$ cat config.mk
export PLATFORM = sky130hd
export DESIGN_NAME = cmdwd_top
export DESIGN_NICKNAME = d
export VERILOG_FILES = /design/src/rtl/cmdwd_pkg.sv /design/src/rtl/cmdwd_decode.sv /design/src/rtl/cmdwd_counter.sv /design/src/rtl/cmdwd_top.sv
export SDC_FILE = /design/constraint.sdc
export NUM_CORES = 1
export LEC_CHECK = 0
export CORE_MARGIN = 2
export CORE_UTILIZATION = 47
export DETAILED_ROUTE_END_ITERATION = 6
export GPL_ROUTABILITY_DRIVEN = 0
export PLACE_DENSITY = 0.82
export SLEW_MARGIN = 15
export SYNTH_ARGS = -nofsm -noshare
export SYNTH_HDL_FRONTEND = slang
export SYNTH_HIERARCHICAL = 1
export SYNTH_SLANG_ARGS = --single-unit
$ cat constraint.sdc
create_clock -name clk -period 2.4 [get_ports clk]
set_clock_uncertainty 0.1 [all_clocks]
set_input_delay 0.24 -clock clk [delete_from_list [all_inputs] [get_ports clk]]
set_output_delay 0.24 -clock clk [all_outputs]
set_load 0.05 [all_outputs]
$ cat src/rtl/cmdwd_pkg.sv
package cmdwd_pkg;
  localparam int CMD_N = 6;

  typedef enum int {
    CMD_HALT = 0,
    CMD_RUN  = 1,
    CMD_ACK  = 2,
    CMD_OPEN = 3,
    CMD_SHUT = 4,
    CMD_FILL = 5
  } cmd_e;

  // command codes, indexed by cmd_e
  localparam logic [15:0] CMD_CODE [CMD_N] = '{
    16'h3877, 16'h4A4B, 16'h7482, 16'hAB00, 16'hAB01, 16'hDEAF
  };

  // status word bit positions
  localparam int ST_RUN  = 0;
  localparam int ST_LOCK = 1;
  localparam int ST_IRQ  = 2;
endpackage

$ cat src/rtl/cmdwd_decode.sv
module cmdwd_decode
  import cmdwd_pkg::*;
#(
  parameter int DATA_W = 32
) (
  input  logic              wr_ctrl,
  input  logic [DATA_W-1:0] wdata,
  output logic [CMD_N-1:0]  hit
);
  // one comparator per command code; upper data bits must be zero
  for (genvar i = 0; i < CMD_N; i++) begin : g_cmp
    assign hit[i] = wr_ctrl && (wdata == DATA_W'(CMD_CODE[i]));
  end
endmodule

$ cat src/rtl/cmdwd_counter.sv
module cmdwd_counter #(
  parameter int CNT_W = 20
) (
  input  logic             clk,
  input  logic             rst_n,
  input  logic             tick_en,
  input  logic             running,
  input  logic             load_en,
  input  logic [CNT_W-1:0] load_val,
  output logic [CNT_W-1:0] cnt_q,
  output logic             expire
);
  localparam logic [CNT_W-1:0] CNT_MAX = '1;
  localparam logic [CNT_W-1:0] ONE     = CNT_W'(1);

  logic step;
  assign step   = running && tick_en && !load_en;
  assign expire = step && (cnt_q <= ONE);

  always_ff @(posedge clk or negedge rst_n) begin
    if (!rst_n)       cnt_q <= CNT_MAX;
    else if (load_en) cnt_q <= load_val;
    else if (expire)  cnt_q <= '0;
    else if (step)    cnt_q <= cnt_q - ONE;
  end

  assert_step_one_R3: assert property (@(posedge clk) disable iff (!rst_n)
    (step && cnt_q > ONE) |=> cnt_q == $past(cnt_q) - ONE);

  assert_hold_stopped_R3: assert property (@(posedge clk) disable iff (!rst_n)
    (!running && !load_en) |=> $stable(cnt_q));

  assert_load_wins_R9: assert property (@(posedge clk) disable iff (!rst_n)
    load_en |=> cnt_q == $past(load_val));
endmodule

$ cat src/rtl/cmdwd_top.sv
module cmdwd_top
  import cmdwd_pkg::*;
#(
  parameter int ADDR_W = 4,
  parameter int DATA_W = 32,
  parameter int CNT_W  = 20,
  parameter int WIN_W  = 16
) (
  input  logic              clk,
  input  logic              rst_n,
  input  logic              tick_en,
  input  logic              bus_we,
  input  logic              bus_re,
  input  logic [ADDR_W-1:0] bus_addr,
  input  logic [DATA_W-1:0] bus_wdata,
  output logic [DATA_W-1:0] bus_rdata,
  output logic              wdt_irq,
  output logic              wdt_reset
);
  localparam int FILL_W = CNT_W - WIN_W;
  localparam logic [ADDR_W-1:0] CTRL_ADDR = ADDR_W'(0);
  localparam logic [ADDR_W-1:0] CNT_ADDR  = ADDR_W'(4);
  localparam logic [CNT_W-1:0]  CNT_MAX   = '1;

  // window value -> full count, low bits filled with ones
  function automatic logic [CNT_W-1:0] from_window(input logic [WIN_W-1:0] w);
    return {w, {FILL_W{1'b1}}};
  endfunction

  // full count -> readable window
  function automatic logic [WIN_W-1:0] to_window(input logic [CNT_W-1:0] c);
    return c[CNT_W-1:FILL_W];
  endfunction

  logic             run_q, lock_q, irq_q, rst_q;
  logic [CMD_N-1:0] hit;
  logic             wr_ctrl, wr_cnt, load_en, expire;
  logic [CNT_W-1:0] load_val, cnt_q;
  logic [DATA_W-1:0] status;

  assign wr_ctrl = bus_we && (bus_addr == CTRL_ADDR);
  assign wr_cnt  = bus_we && (bus_addr == CNT_ADDR) && !lock_q;

  cmdwd_decode #(.DATA_W(DATA_W)) u_dec (
    .wr_ctrl (wr_ctrl),
    .wdata   (bus_wdata),
    .hit     (hit)
  );

  assign load_en  = hit[CMD_FILL] || wr_cnt;
  assign load_val = hit[CMD_FILL] ? CNT_MAX : from_window(bus_wdata[WIN_W-1:0]);

  cmdwd_counter #(.CNT_W(CNT_W)) u_cnt (
    .clk      (clk),
    .rst_n    (rst_n),
    .tick_en  (tick_en),
    .running  (run_q),
    .load_en  (load_en),
    .load_val (load_val),
    .cnt_q    (cnt_q),
    .expire   (expire)
  );

  always_ff @(posedge clk or negedge rst_n) begin
    if (!rst_n) begin
      run_q  <= 1'b0;
      lock_q <= 1'b1;
      irq_q  <= 1'b0;
      rst_q  <= 1'b0;
    end else begin
      rst_q <= expire;
      if (expire)              run_q <= 1'b0;
      else if (hit[CMD_HALT])  run_q <= 1'b0;
      else if (hit[CMD_RUN])   run_q <= 1'b1;
      if (hit[CMD_OPEN])       lock_q <= 1'b0;
      else if (hit[CMD_SHUT])  lock_q <= 1'b1;
      if (expire)              irq_q <= 1'b1;
      else if (hit[CMD_ACK])   irq_q <= 1'b0;
    end
  end

  assign wdt_irq   = irq_q;
  assign wdt_reset = rst_q;

  always_comb begin
    status          = '0;
    status[ST_RUN]  = run_q;
    status[ST_LOCK] = lock_q;
    status[ST_IRQ]  = irq_q;
  end

  always_comb begin
    bus_rdata = '0;
    if (bus_re) begin
      if (bus_addr == CTRL_ADDR)     bus_rdata = status;
      else if (bus_addr == CNT_ADDR) bus_rdata = DATA_W'(to_window(cnt_q));
    end
  end

  assert_expire_flags_R6: assert property (@(posedge clk) disable iff (!rst_n)
    expire |=> (wdt_irq && wdt_reset && !run_q && cnt_q == '0));

  assert_reset_single_R6: assert property (@(posedge clk) disable iff (!rst_n)
    wdt_reset |=> !wdt_reset);

  assert_locked_write_ignored_R4: assert property (@(posedge clk) disable iff (!rst_n)
    (bus_we && bus_addr == CNT_ADDR && lock_q && !tick_en) |=> $stable(cnt_q));

  assert_fill_max_R5: assert property (@(posedge clk) disable iff (!rst_n)
    hit[CMD_FILL] |=> cnt_q == CNT_MAX);

  assert_irq_cleared_R7: assert property (@(posedge clk) disable iff (!rst_n)
    (hit[CMD_ACK] && !expire) |=> !wdt_irq);

  assert_unknown_code_R8: assert property (@(posedge clk) disable iff (!rst_n)
    (wr_ctrl && hit == '0) |=> ($stable(lock_q) && $stable(wdt_irq)));
endmodule

Word level (Yosys, flattened, before mapping)
Index checks and enable logic that the tools add are counted.
Word-level totals
  register bits: 24
  input port bits: 41
  output and inout port bits: 34
  logic and storage cells: 48
Cells by class
  add/subtract/negate cells: 1
  magnitude comparators: 1
  equality and inequality tests: 7
  multiplexer cells: 14
  reduce and logical (&&, ||, !) cells: 20
Operator list (number)
  $eq 32x16->1 const B: 3
  $mux 20: 4
  $eq 32x15->1 const B: 2
  $eq 32x14->1 const B: 1
  $mux 16: 2
  $mux 32: 1
  $le 20x1->1 const B: 1
  $sub 20x1->20 const B: 1
  $logic_and 1x1->1: 12
  $mux 1: 7
  $reduce_bool 3->1: 2
  $eq 4x3->1 const B: 1
  $logic_not 4->1: 1
  $reduce_bool 2->1: 2
  $logic_not 1->1: 2
  $logic_or 1x1->1: 1

Depth between registers and ports, before layout
Gate-level depths: netlist (run 1).
  depth after elaboration: 9
  mapped depth: 12
  mapped depth without buffers: 10

By module
Netlist (run 1), hierarchy kept.
Modules (own cells, without submodules)
  cmdwd_counter: instances 1, cells each 173, area each 1422.6 um^2, seq. area each 525.5 um^2
  cmdwd_top: instances 1, cells each 72, area each 569.3 um^2, seq. area each 101.3 um^2
  cmdwd_decode: instances 1, cells each 35, area each 265.3 um^2, seq. area each 0.0 um^2

Least setup slack after synthesis (run 1)
OpenSTA, ideal clock, no wires.
  path kind: in2reg
  start: input port bus_addr[1]
  end: register irq_q, in the netlist wdt_irq
  library setup time: 0.118 ns
  data arrival time: 3.007 ns
  required time: 2.182 ns
  path slack: -0.825 ns
  cell stages on the path: 12
  buffers on the path: 4
  cell sequence: nor3_1 -> and3b_1 -> nor4b_2 -> nand3_2 -> nor4_1 -> clkbuf_1 -> a41o_1 -> clkbuf_1 -> clkbuf_1 -> clkbuf_1 -> nor3_1 -> a21o_1
Between the ends
  cells in the longest elaborated chain, start to end: 8
  elaborated cells on any way between the ends: 13
  those cells by class: eq/ne: 1; mux: 1; reduce/logical: 11
RTL lines
  start: declaration: line cmdwd_top.sv:14  | input logic [ADDR_W-1:0] bus_addr,
  $logic_not 4->1 *: line cmdwd_top.sv:41  | assign wr_ctrl = bus_we && (bus_addr == CTRL_ADDR);
  $logic_and 1x1->1 *: line cmdwd_top.sv:41
  named net wr_ctrl: line cmdwd_top.sv:37  | logic wr_ctrl, wr_cnt, load_en, expire;
  $logic_and 1x1->1 *: line cmdwd_decode.sv:12  | assign hit[i] = wr_ctrl && (wdata == DATA_W'(CMD_CODE[i]));
  named net hit[5]: line cmdwd_top.sv:36  | logic [CMD_N-1:0] hit;
  $logic_or 1x1->1 *: line cmdwd_top.sv:50  | assign load_en = hit[CMD_FILL] || wr_cnt;
  named net load_en: line cmdwd_top.sv:37
  $logic_not 1->1 *: line cmdwd_counter.sv:17  | assign step = running && tick_en && !load_en;
  $logic_and 1x1->1 *: line cmdwd_counter.sv:17
  $logic_and 1x1->1 *: line cmdwd_counter.sv:18  | assign expire = step && (cnt_q <= ONE);
  named net expire: line cmdwd_top.sv:37
  $mux 1 or $reduce_bool 2->1 (tied branches)
  end signal: assignment: line cmdwd_top.sv:68  | irq_q <= 1'b0;
  end signal: assignment: line cmdwd_top.sv:77  | if (expire) irq_q <= 1'b1;
  end signal: assignment: line cmdwd_top.sv:78  | else if (hit[CMD_ACK]) irq_q <= 1'b0;
  end: declaration: line cmdwd_top.sv:35  | logic run_q, lock_q, irq_q, rst_q;
The timed path passes the listed nets; every way through them passes the cells marked *.
A chain may end at the register's enable or synchronous reset.

Worst setup path after layout (run 1)
  start: input port bus_wdata[29]
  end: register u_cnt.cnt_q[12]
Between the ends
  cells in the longest elaborated chain, start to end: 8
  elaborated cells on any way between the ends: 10
  those cells by class: eq/ne: 1; mux: 3; reduce/logical: 6
RTL lines
  start: declaration: line cmdwd_top.sv:15  | input logic [DATA_W-1:0] bus_wdata,
  $eq 32x16->1 *: line cmdwd_decode.sv:12
  $logic_and 1x1->1 *: line cmdwd_decode.sv:12
  named net hit[5]: line cmdwd_top.sv:36
  $logic_or 1x1->1 *: line cmdwd_top.sv:50
  named net load_en: line cmdwd_top.sv:37
  $logic_not 1->1: line cmdwd_counter.sv:17
  $logic_and 1x1->1: line cmdwd_counter.sv:17
  $logic_and 1x1->1: line cmdwd_counter.sv:18
  $mux 20: line cmdwd_counter.sv:23  | else if (expire) cnt_q <= '0;
  $mux 20: line cmdwd_counter.sv:22  | else if (load_en) cnt_q <= load_val;
  end signal: assignment: line cmdwd_counter.sv:22
  end signal: assignment: line cmdwd_counter.sv:24  | else if (step) cnt_q <= cnt_q - ONE;
  end: declaration: line cmdwd_counter.sv:10  | output logic [CNT_W-1:0] cnt_q,
Marked as above.

==> out/qor.txt, run 1 <==
Period utilization: 0.969
Antenna violations before repair: 0
Worst-Skew Late Latency: 0.27 ns
FFs w/ async S/R, synth: 1.00
Most common library cell in the layout ignoring fill and taps: buf_4
Max frequency: 430 MHz
Pre-antenna DRT Iters: 5
Mapped Area: 0.00226 mm^2
Die height: 73.3 um
Worst hold path class: input pin to asynchronous set/reset pin
Overflow after GRT: 0
P&R area growth vs syn: 52.2%
IO Pins: 75
Type of origin of the critical path: input pin
Post-layout nets: 416
CP max FO: 7
Die X: 73.3 um
Prevailing post-synth register cell: dfstp_2
Maxcap violations: 0
H-tree depth reported by CTS: 1
Yosys warnings: 6
Crit. End Element: register
Buffers on Ports: 58
Worst-Margin Slew: 0.506 ns
Initial core utilization: 0.481
# rows: 25
CTS Root Cell: clkbuf_8
Number of global-route vias before repair: 2390
Crit path DAT: 2.43 ns
Pleak: 1.45 nW
Routed WL: 7150 um
Detailed placement HPWL: 5310 um
Longest Clk Path Bufs: 2
Core ar.: 0.00469 mm^2
Commonest non-fill, non-tap cells in the layout: buf_4 (40), clkdlybuf4s50_1 (39), nor2_1 (21), dfstp_2 (21), a21oi_1 (21)
Post-layout min period: 2.33 ns
Leading area contributor after synthesis: dfstp_2
N_diodes: 0
Post-route cell area: 0.00343 mm^2
Outcome: complete, no violations
Largest net degree at the start of global routing: 26
Vias per cell: 6.05
Synthesized instance count: 280
Post-CTS Hold Buffers: 0
Tot GR Track Use: 0.255
Final Hold Fails: 0
Post-Place Cell Area: 0.00327 mm^2
Kind of critical path: input pin to register
Fin. max-slew vios: 0
Number of fillers in the final layout: 327
Finish-stage setup viols: 0
Routed Antenna Nets: 0
Cts bufs inserted: 3
Routed wire per std cell: 16.8 um
Dominant cells by area after synthesis: dfstp_2 (24%), buf_4 (5.3%), a21oi_1 (5.1%), or2_2 (4.4%), nor2_1 (3.5%)
Clk slew on worst S/H paths: 0.09 ns
DRC: 0
Worst vdd ir: 0.238 mV
Final Util: 0.732
Pwr Density: 379 mW/mm^2
Synth cell types: 57
Number of synthesized register bits: 24
Slew headroom: 0.660
Vias: 2579
Synth Area per Inst: 8.06 um^2
CTS tree: done
CP required: 2.50 ns
Share of the synthesized area in the top cell type: 0.244
Clk sinks: 24
Global-route wire length before repair: 10700 um
EDFF count, synth: 0
Die Area: 0.00537 mm^2
Post-synthesis sequential area ratio: 0.278
DR iter-0 viols: 263
Share of layout cells above drive strength 1: 0.347
[report_power, final]
group	internal [mW]	switching, mW
logic	0.208	0.240
clock network	0.119	0.136
registers	0.511	0.0876
[registers in the layout, indices dropped and copies added, names as in the netlist]
| name | flops |
|---|---|
| u_cnt/cnt_q | 20 |
| wdt_irq | 1 |
| run_q | 1 |
| wdt_reset | 1 |
| lock_q | 1 |
[path summary, 6_finish.rpt]
check,from,endpoint,slack (ns),cells after the start
hold reg to reg,u_cnt/cnt_q[13],u_cnt/cnt_q[13],0.40,2
setup / recovery,bus_wdata[29],u_cnt/cnt_q[12],0.07,9
setup reg to reg,u_cnt/cnt_q[0],u_cnt/cnt_q[9],0.10,7
max in group asynchronous,rst_n,u_cnt/cnt_q[10],1.38,2
hold / removal,rst_n,wdt_irq,0.19,1
min in group clk,u_cnt/cnt_q[13],u_cnt/cnt_q[13],0.40,2
[stage by stage]
step / setup WS [ns] / hold WS [ns] / total power, mW / std cells / TNS, ns
floorplan: 0.00240 / -0.156 / 0.847 / 298 / 0
global placement: -0.195 / 0.396 / 1.02 / 419 / -2.86
detailed placement: -0.364 / 0.394 / 1.03 / 419 / -5.98
CTS: 0.000491 / 0.202 / 1.29 / 423 / 0
global route: -0.000898 / 0.234 / 1.37 / 426 / -0.000898
finish: 0.0746 / 0.187 / 1.30 / 426 / 0
[synth_stat cells (all sizes together), types with 8 or more instances]
cell / instances
inv: 9
and3: 16
nor4: 9
o21ai: 16
nor2b: 8
dfstp: 21
nor3: 16
buf: 21
nand2: 15
or2: 16
nor2: 21
nand3: 8
a21oi: 23
clkbuf: 11
[area by class of cell]
cell class / count / area (um^2) / share of cell area
Clock buffer: 4 / 45.0 / 0.0131
Sequential cell: 24 / 627 / 0.183
Inverter: 9 / 33.8 / 0.00984
Tap cell: 54 / 67.6 / 0.0197
Timing Repair Buffer: 102 / 1130 / 0.329
Multi-Input combinational cell: 233 / 1530 / 0.446
[cell families after synthesis]
logic type,share of synthesized area
other,0.00333
adders and majority gates,0.0111
xor gates and xnor gates,0.00388
muxes,0.0266
AOI/OAI and AO/OA,0.170
DFF,0.278
and+or+nand+nor,0.407
buffers and inverters,0.101
[per-layer routing]
layer  GRT usage  vias to the layer above  routed length, um
met3      0.0343                       43                569
met4       0.101                        0                383
met5           0                        -                  0
li1            -                     1171                  -
met1       0.306                     1175               2710
met2       0.459                      190               3480
[critical path, stage by stage]
cell and delay (ns):
clkdlybuf4s50_1 0.44, nor4_4 0.29, nand3_1 0.19, nor4_4 0.41
a41o_4 0.25, mux2i_2 0.26, a21oi_1 0.06, a31oi_1 0.18
o22ai_1 0.11
[timing repair]
action | CTS | global route
buffers inserted | 0 | 1
gates cloned | 0 | 2
pin swaps | 0 | 5
resized for setup | 1 | 15
endpoints found under the setup margin | 12 | 21
No activity file was read; power rests on OpenSTA's default activity.
==> inputs of run 2 (changes only) <==
--- a/config.mk
+++ b/config.mk
@@ -6,10 +6,12 @@
 export NUM_CORES = 1
 export LEC_CHECK = 0
 export CORE_MARGIN = 2
-export CORE_UTILIZATION = 47
+export CORE_UTILIZATION = 40
 export DETAILED_ROUTE_END_ITERATION = 6
 export GPL_ROUTABILITY_DRIVEN = 0
-export PLACE_DENSITY = 0.82
+export HOLD_SLACK_MARGIN = 0.05
+export PLACE_DENSITY = 0.71
+export SETUP_SLACK_MARGIN = 0.5
 export SLEW_MARGIN = 15
 export SYNTH_ARGS = -nofsm -noshare
 export SYNTH_HDL_FRONTEND = slang
==> run 2 against run 1 <==
Cell count is 11% higher. Global-route usage is 3.2 points lower. Sequential share of layout area is 2.6 points lower. Largest cell class unchanged. Total power is 20% higher. Largest power group unchanged. Sequential cell count stayed put. Cell area is 16% higher. Clock power is 48% higher. First-iteration DRC count is 5.7% higher. Critical path depth is 3 higher.
==> out/qor.txt, run 2 (synthesis results as in run 1) <==
Tot GR Track Use: 0.223 (-0.0322)
Worst vdd ir: 0.339 mV (+42%)
Post-layout min period: 2.04 ns (-0.283 ns)
Longest Clk Path Bufs: 2 (unchanged)
FF-to-FF Start: u_cnt/cnt_q[5]
Worst setup path startpoint: bus_addr[0]
Clk sinks: 24 (unchanged)
Routed wire per std cell: 17.5 um (+4.2%)
Pleak: 1.81 nW (+25%)
Largest net degree at the start of global routing: 28 (+7.7%)
Worst-path cell chain: buf_6, nor3_4, and3b_1, nor4b_4, nand3_2, nor4_4, a41o_2, buf_12, mux2i_2, a21oi_1, a31oi_1, o22ai_1
Total power: 1.57 mW (+20%)
DR iter-0 viols: 278 (+5.7%)
Number of global-route vias before repair: 2427 (+1.5%)
Cts bufs inserted: 3 (unchanged)
Biggest register: u_cnt/cnt_q
Final Hold Fails: 0 (unchanged)
Period utilization: 0.851 (-0.118)
Global-route wire length before repair: 11200 um (+5.0%)
R2r worst-path depth: 6 (-1)
Post-layout nets: 446 (+7.2%)
Commonest non-fill, non-tap cells in the layout: buf_4 (61), dfstp_2 (21), a21oi_1 (21)
Post-CTS Hold Buffers: 0 (unchanged)
CTS Root Cell: clkbuf_8
Detailed placement HPWL: 4990 um (-6.2%)
Fin. max-slew vios: 0 (unchanged)
Most common library cell in the layout ignoring fill and taps: buf_4
Pwr Density: 391 mW/mm^2 (+3.3%)
Die X: 79.1 um (+7.9%)
Initial core utilization: 0.412 (-0.0686)
R2r endpoint: u_cnt/cnt_q[15]
# rows: 27 (+8.0%)
CP required: 2.51 ns (about the same)
IO Pins: 75 (unchanged)
Maxcap violations: 0 (unchanged)
Vias per cell: 5.96 (-1.5%)
H-tree depth reported by CTS: 1 (unchanged)
WP buf/inv: 2 (+1)
Number of fillers in the final layout: 373 (+14%)
Type of origin of the critical path: input pin
Finish-stage setup viols: 0 (unchanged)
N_diodes: 0 (unchanged)
Die Area: 0.00626 mm^2 (+17%)
Max frequency: 490 MHz (+14%)
Kind of critical path: input pin to register
Vias: 2826 (+9.6%)
Share of layout cells above drive strength 1: 0.500 (+0.153)
CTS tree: done
Max FFs per register: 20 (unchanged)
Top cell family by delay on the critical path: simple AND/OR/NAND/NOR gates
Die height: 79.1 um (+7.9%)
Routed Antenna Nets: 0 (unchanged)
DRC: 0 (unchanged)
Overflow after GRT: 0 (unchanged)
Pre-antenna DRT Iters: 6 (+1)
Worst hold path class: input pin to asynchronous set/reset pin
Reg2Reg Setup Slack: 0.36 ns (+0.26 ns)
Buffers on Ports: 58 (unchanged)
Antenna violations before repair: 0 (unchanged)
Crit path DAT: 2.15 ns (-0.28 ns)
Fin Setup TNS: 0 ns (unchanged)
RSZ-0062 raised after global routing: true
Core ar.: 0.00547 mm^2 (+17%)
CP max FO: 6 (-1)
Worst-Skew Late Latency: 0.29 ns (+0.02 ns)
Outcome: complete, no violations
P&R area growth vs syn: 77.2%
Crit-path slowest cell: mux2i_2
Clk slew on worst S/H paths: 0.10 ns (about the same)
CP max stage delay: 0.23 ns (-0.21 ns)
Routed WL: 8290 um (+16%)
Crit. End Element: register
run 2: changes by cell type in the layout (fill, tap and decap cells not counted), moves of 8 or more:
cell	before	now
buf_6	1	9
clkdlybuf4s50_1	39	9
buf_4	40	61
o21ai_0	13	4
nor3_1	13	3
dlymetal6s2s_1	3	17
dlygate4sd2_1	0	10
o21ai_1	2	11
run 2: metrics by stage:
stage | utilization | area, um^2 | hold WS (ns) | setup WS [ns] | cells
3_3_place_gp | 0.606 | 3320 | 0.383 | -0.153 | 432
3_5_place_dp | 0.606 | 3320 | 0.386 | -0.206 | 432
5_1_grt | 0.731 | 4000 | 0.235 | 0.308 | 474
6_report | 0.731 | 4000 | 0.215 | 0.357 | 474
2_1_floorplan | - | 2420 | -0.156 | 0.0883 | 298
4_1_cts | 0.679 | 3720 | 0.231 | 0.334 | 456
run 2: power breakdown:
group	switching, mW	total, mW	internal, mW
clock network	0.154	0.378	0.224
registers	0.0958	0.607	0.511
logic	0.305	0.581	0.276
run 2: how the worst max path moves through the flow:
stage	end	cells after the start	slack, ns
after floorplan	wdt_irq	12	0.09
after global placement	u_cnt/cnt_q[12]	12	-0.15
after detailed placement	u_cnt/cnt_q[12]	12	-0.21
after CTS	u_cnt/cnt_q[12]	12	0.33
after global routing	u_cnt/cnt_q[12]	12	0.31
final	u_cnt/cnt_q[12]	12	0.36
run 2: area by class of cell:
type                       count  area (um^2)  share of cell area
clock inverter                 1         30.0             0.00751
clock buffer                   3         41.3              0.0103
tap                           72         90.1              0.0225
inverter                       9         36.3             0.00907
timing repair buffer         132         1430               0.358
multi-input combinational    233         1740               0.436
sequential                    24          627               0.157
run 2: layer usage:
layer | vias up | track usage | share of wire
met5 | - | 0 | 0
met4 | 0 | 0.0793 | 0.039
met3 | 41 | 0.0375 | 0.089
met2 | 229 | 0.383 | 0.47
met1 | 1323 | 0.282 | 0.40
li1 | 1233 | - | -
run 2: timing repair:
item                       4_1_cts  5_1_grt
setup endpoints to repair       39       24
hold endpoints to repair         0        0
gates cloned                     1        1
buffers inserted                19       17
pin swaps                       26       26
resized for setup               74       47
==> inputs of run 3 (changes only) <==
--- a/config.mk
+++ b/config.mk
@@ -5,7 +5,6 @@
 export SDC_FILE = /design/constraint.sdc
 export NUM_CORES = 1
 export LEC_CHECK = 0
-export CORE_MARGIN = 2
 export CORE_UTILIZATION = 40
 export DETAILED_ROUTE_END_ITERATION = 6
 export GPL_ROUTABILITY_DRIVEN = 0
==> run 3 against run 2 <==
Non-clock buffer count rose by 6. Global-route usage up 4.3 points. Core utilization grew 0.39 points. Sequential power rose by 0.7%. Clock-buffer cell count up 1. Critical path type unchanged. Worst setup slack hardly changed. Cell count grew 0.84%. First-iteration DRC count increased by 9.4%. Total power decreased by 7.4%. Register-to-register slack gained 0.02 ns. Critical endpoint is now u_cnt/cnt_q[14]. Die area fell by 5.0%.
==> out/qor.txt, run 3 (synthesis results as in run 1) <==
Routed wire per std cell: 16.7 um (-4.3%)
Type of origin of the critical path: input pin
Post-CTS Hold Buffers: 0 (unchanged)
Maxcap violations: 0 (unchanged)
Switching part of the total: 0.363 (+0.00872)
Placed cells: 436 (+0.93%)
Die X: 77.1 um (-2.5%)
Max FFs per register: 20 (unchanged)
Crit-path slowest cell: clkdlybuf4s50_1
CP required: 2.50 ns (about the same)
H-tree depth reported by CTS: 1 (unchanged)
Routed WL: 8000 um (-3.5%)
Flop pwr share: 0.421 (+0.034)
Int Pwr: 0.924 mW (-8.6%)
Largest net degree at the start of global routing: 22 (-21%)
Max frequency: 490 MHz (about the same)
Initial core utilization: 0.428 (+0.0159)
Die Area: 0.00595 mm^2 (-5.0%)
Worst hold path class: input pin to asynchronous set/reset pin
Final Hold Fails: 0 (unchanged)
Antenna violations before repair: 0 (unchanged)
Vias per cell: 5.65 (-5.3%)
CP max FO: 6 (unchanged)
Place WS: -0.258 ns (-0.0516 ns)
Worst-Margin Slew: 0.807 ns
CTS Root Cell: clkbuf_8
Vias: 2699 (-4.5%)
WHS: 0.334 ns (+0.120 ns)
Slew headroom: 0.461
N_diodes: 0 (unchanged)
Post-Place Cell Area: 0.00334 mm^2 (+0.53%)
Final Util: 0.735 (+0.00390)
Clock power frac: 0.195 (-0.046)
Global-route wire length before repair: 12700 um (+13%)
Worst vdd ir: 0.240 mV (-29%)
Period utilization: 0.851 (about the same)
Die height: 77.1 um (-2.5%)
Most common cell on crit path: o21ai_1
Clk slew on worst S/H paths: 0.09 ns (about the same)
Final worst slack: 0.357 ns (+0.000170 ns)
Tot GR Track Use: 0.266 (+0.0430)
Buffers on Ports: 58 (unchanged)
Core ar.: 0.00527 mm^2 (-3.7%)
Post-layout nets: 452 (+1.3%)
Longest Clk Path Bufs: 2 (unchanged)
Overflow after GRT: 0 (unchanged)
Commonest non-fill, non-tap cells in the layout: buf_4 (73), dfstp_2 (21), nor2_1 (20), conb_1 (20), dlygate4sd2_1 (20)
Worst-Skew Late Latency: 0.27 ns (-0.02 ns)
Pre-antenna DRT Iters: 5 (-1)
DRC: 0 (unchanged)
Kind of critical path: input pin to register
Post-route cell area: 0.00387 mm^2 (-3.2%)
Pwr Density: 375 mW/mm^2 (-4.3%)
Number of fillers in the final layout: 360 (-3.5%)
CTS tree: done
Fin. max-slew vios: 0 (unchanged)
Total power: 1.45 mW (-7.4%)
Finish-stage setup viols: 0 (unchanged)
Gate power share: 0.383 (+0.012)
# rows: 26 (-3.7%)
Number of global-route vias before repair: 2610 (+7.5%)
Fin Setup TNS: 0 ns (unchanged)
Post-layout min period: 2.04 ns (-0.000170 ns)
IO Pins: 75 (unchanged)
Share of layout cells above drive strength 1: 0.507 (+0.00735)
Most common library cell in the layout ignoring fill and taps: buf_4
Worst-path cell chain: clkdlybuf4s50_1, and3b_2, nand2_2, nor4_4, a41o_2, buf_6, mux2i_4, a21oi_2, o21ai_1, o21ai_1
Cell Count, Final, Fillers Out: 478 (+0.84%)
RSZ-0062 raised after global routing: true
FF+latch area: 627 um^2 (unchanged)
Pleak: 1.69 nW (-6.2%)
CP max stage delay: 0.50 ns (+0.27 ns)
Clk sinks: 24 (unchanged)
Outcome: complete, no violations
Net Switching: 0.527 mW (-5.1%)
Cts bufs inserted: 3 (unchanged)
Area of the multi-input gates: 0.00173 mm^2 (-0.72%)
P&R area growth vs syn: 71.6%
Crit path DAT: 2.14 ns (about the same)
Biggest register: u_cnt/cnt_q
DR iter-0 viols: 304 (+9.4%)
Routed Antenna Nets: 0 (unchanged)
Reg2Reg Setup Slack: 0.38 ns (+0.02 ns)
Detailed placement HPWL: 5180 um (+4.0%)
Crit. End Element: register
run 3: cell count changes in the layout (fill, tap and decap cells not counted), sizes merged:
| cell | change |
|---|---|
| clkbuf | +1 |
| dlymetal6s2s | -16 |
| bufinv | -1 |
| buf | +7 |
| clkdlybuf4s50 | +5 |
| dlygate4sd2 | +10 |
run 3: critical path: cells and delay by family:
family	cells	cell delay, ns
buffers and inverters	2	0.65
AND/OR/NAND/NOR	3	0.51
AO/OA/AOI/OAI	4	0.48
multiplexers	1	0.26
run 3: area by class of cell:
class,instances,area share
clock buffer,4,0.0142
inverter,9,0.00872
timing repair buffer,138,0.346
multi-input combinational,233,0.447
sequential,24,0.162
tap,70,0.0226
run 3: final timing paths:
path,from,to,cells past startpoint
min in group clk,u_cnt/cnt_q[18],u_cnt/cnt_q[18],2
min reg2reg,u_cnt/cnt_q[18],u_cnt/cnt_q[18],2
max,bus_wdata[3],u_cnt/cnt_q[14],10
min,rst_n,run_q,1
max reg2reg,u_cnt/cnt_q[1],u_cnt/cnt_q[9],7
max in group asynchronous,rst_n,u_cnt/cnt_q[10],2
run 3: layer usage:
metal	routed length [um]	track usage	vias to the layer above
li1	-	-	1238
met1	3240	0.342	1259
met2	3920	0.452	174
met3	605	0.0369	28
met4	234	0.0943	0
met5	0	0	-
run 3: power by group through the flow:
| stage | combinational (mW) | sequential (mW) | clock [mW] |
|---|---|---|---|
| 3_3_place_gp | 0.421 | 0.601 | 0 |
| 2_1_floorplan | 0.283 | 0.568 | 0 |
| 3_5_place_dp | 0.434 | 0.604 | 0 |
| 5_1_grt | 0.585 | 0.621 | 0.303 |
| 6_report | 0.556 | 0.611 | 0.284 |
| 4_1_cts | 0.512 | 0.599 | 0.293 |
run 3: repair_timing:
action	4_1_cts	5_1_grt
gates cloned	2	0
endpoints found under the setup margin	39	25
buffers inserted	33	3
resized for setup	82	32
pin swaps	25	17
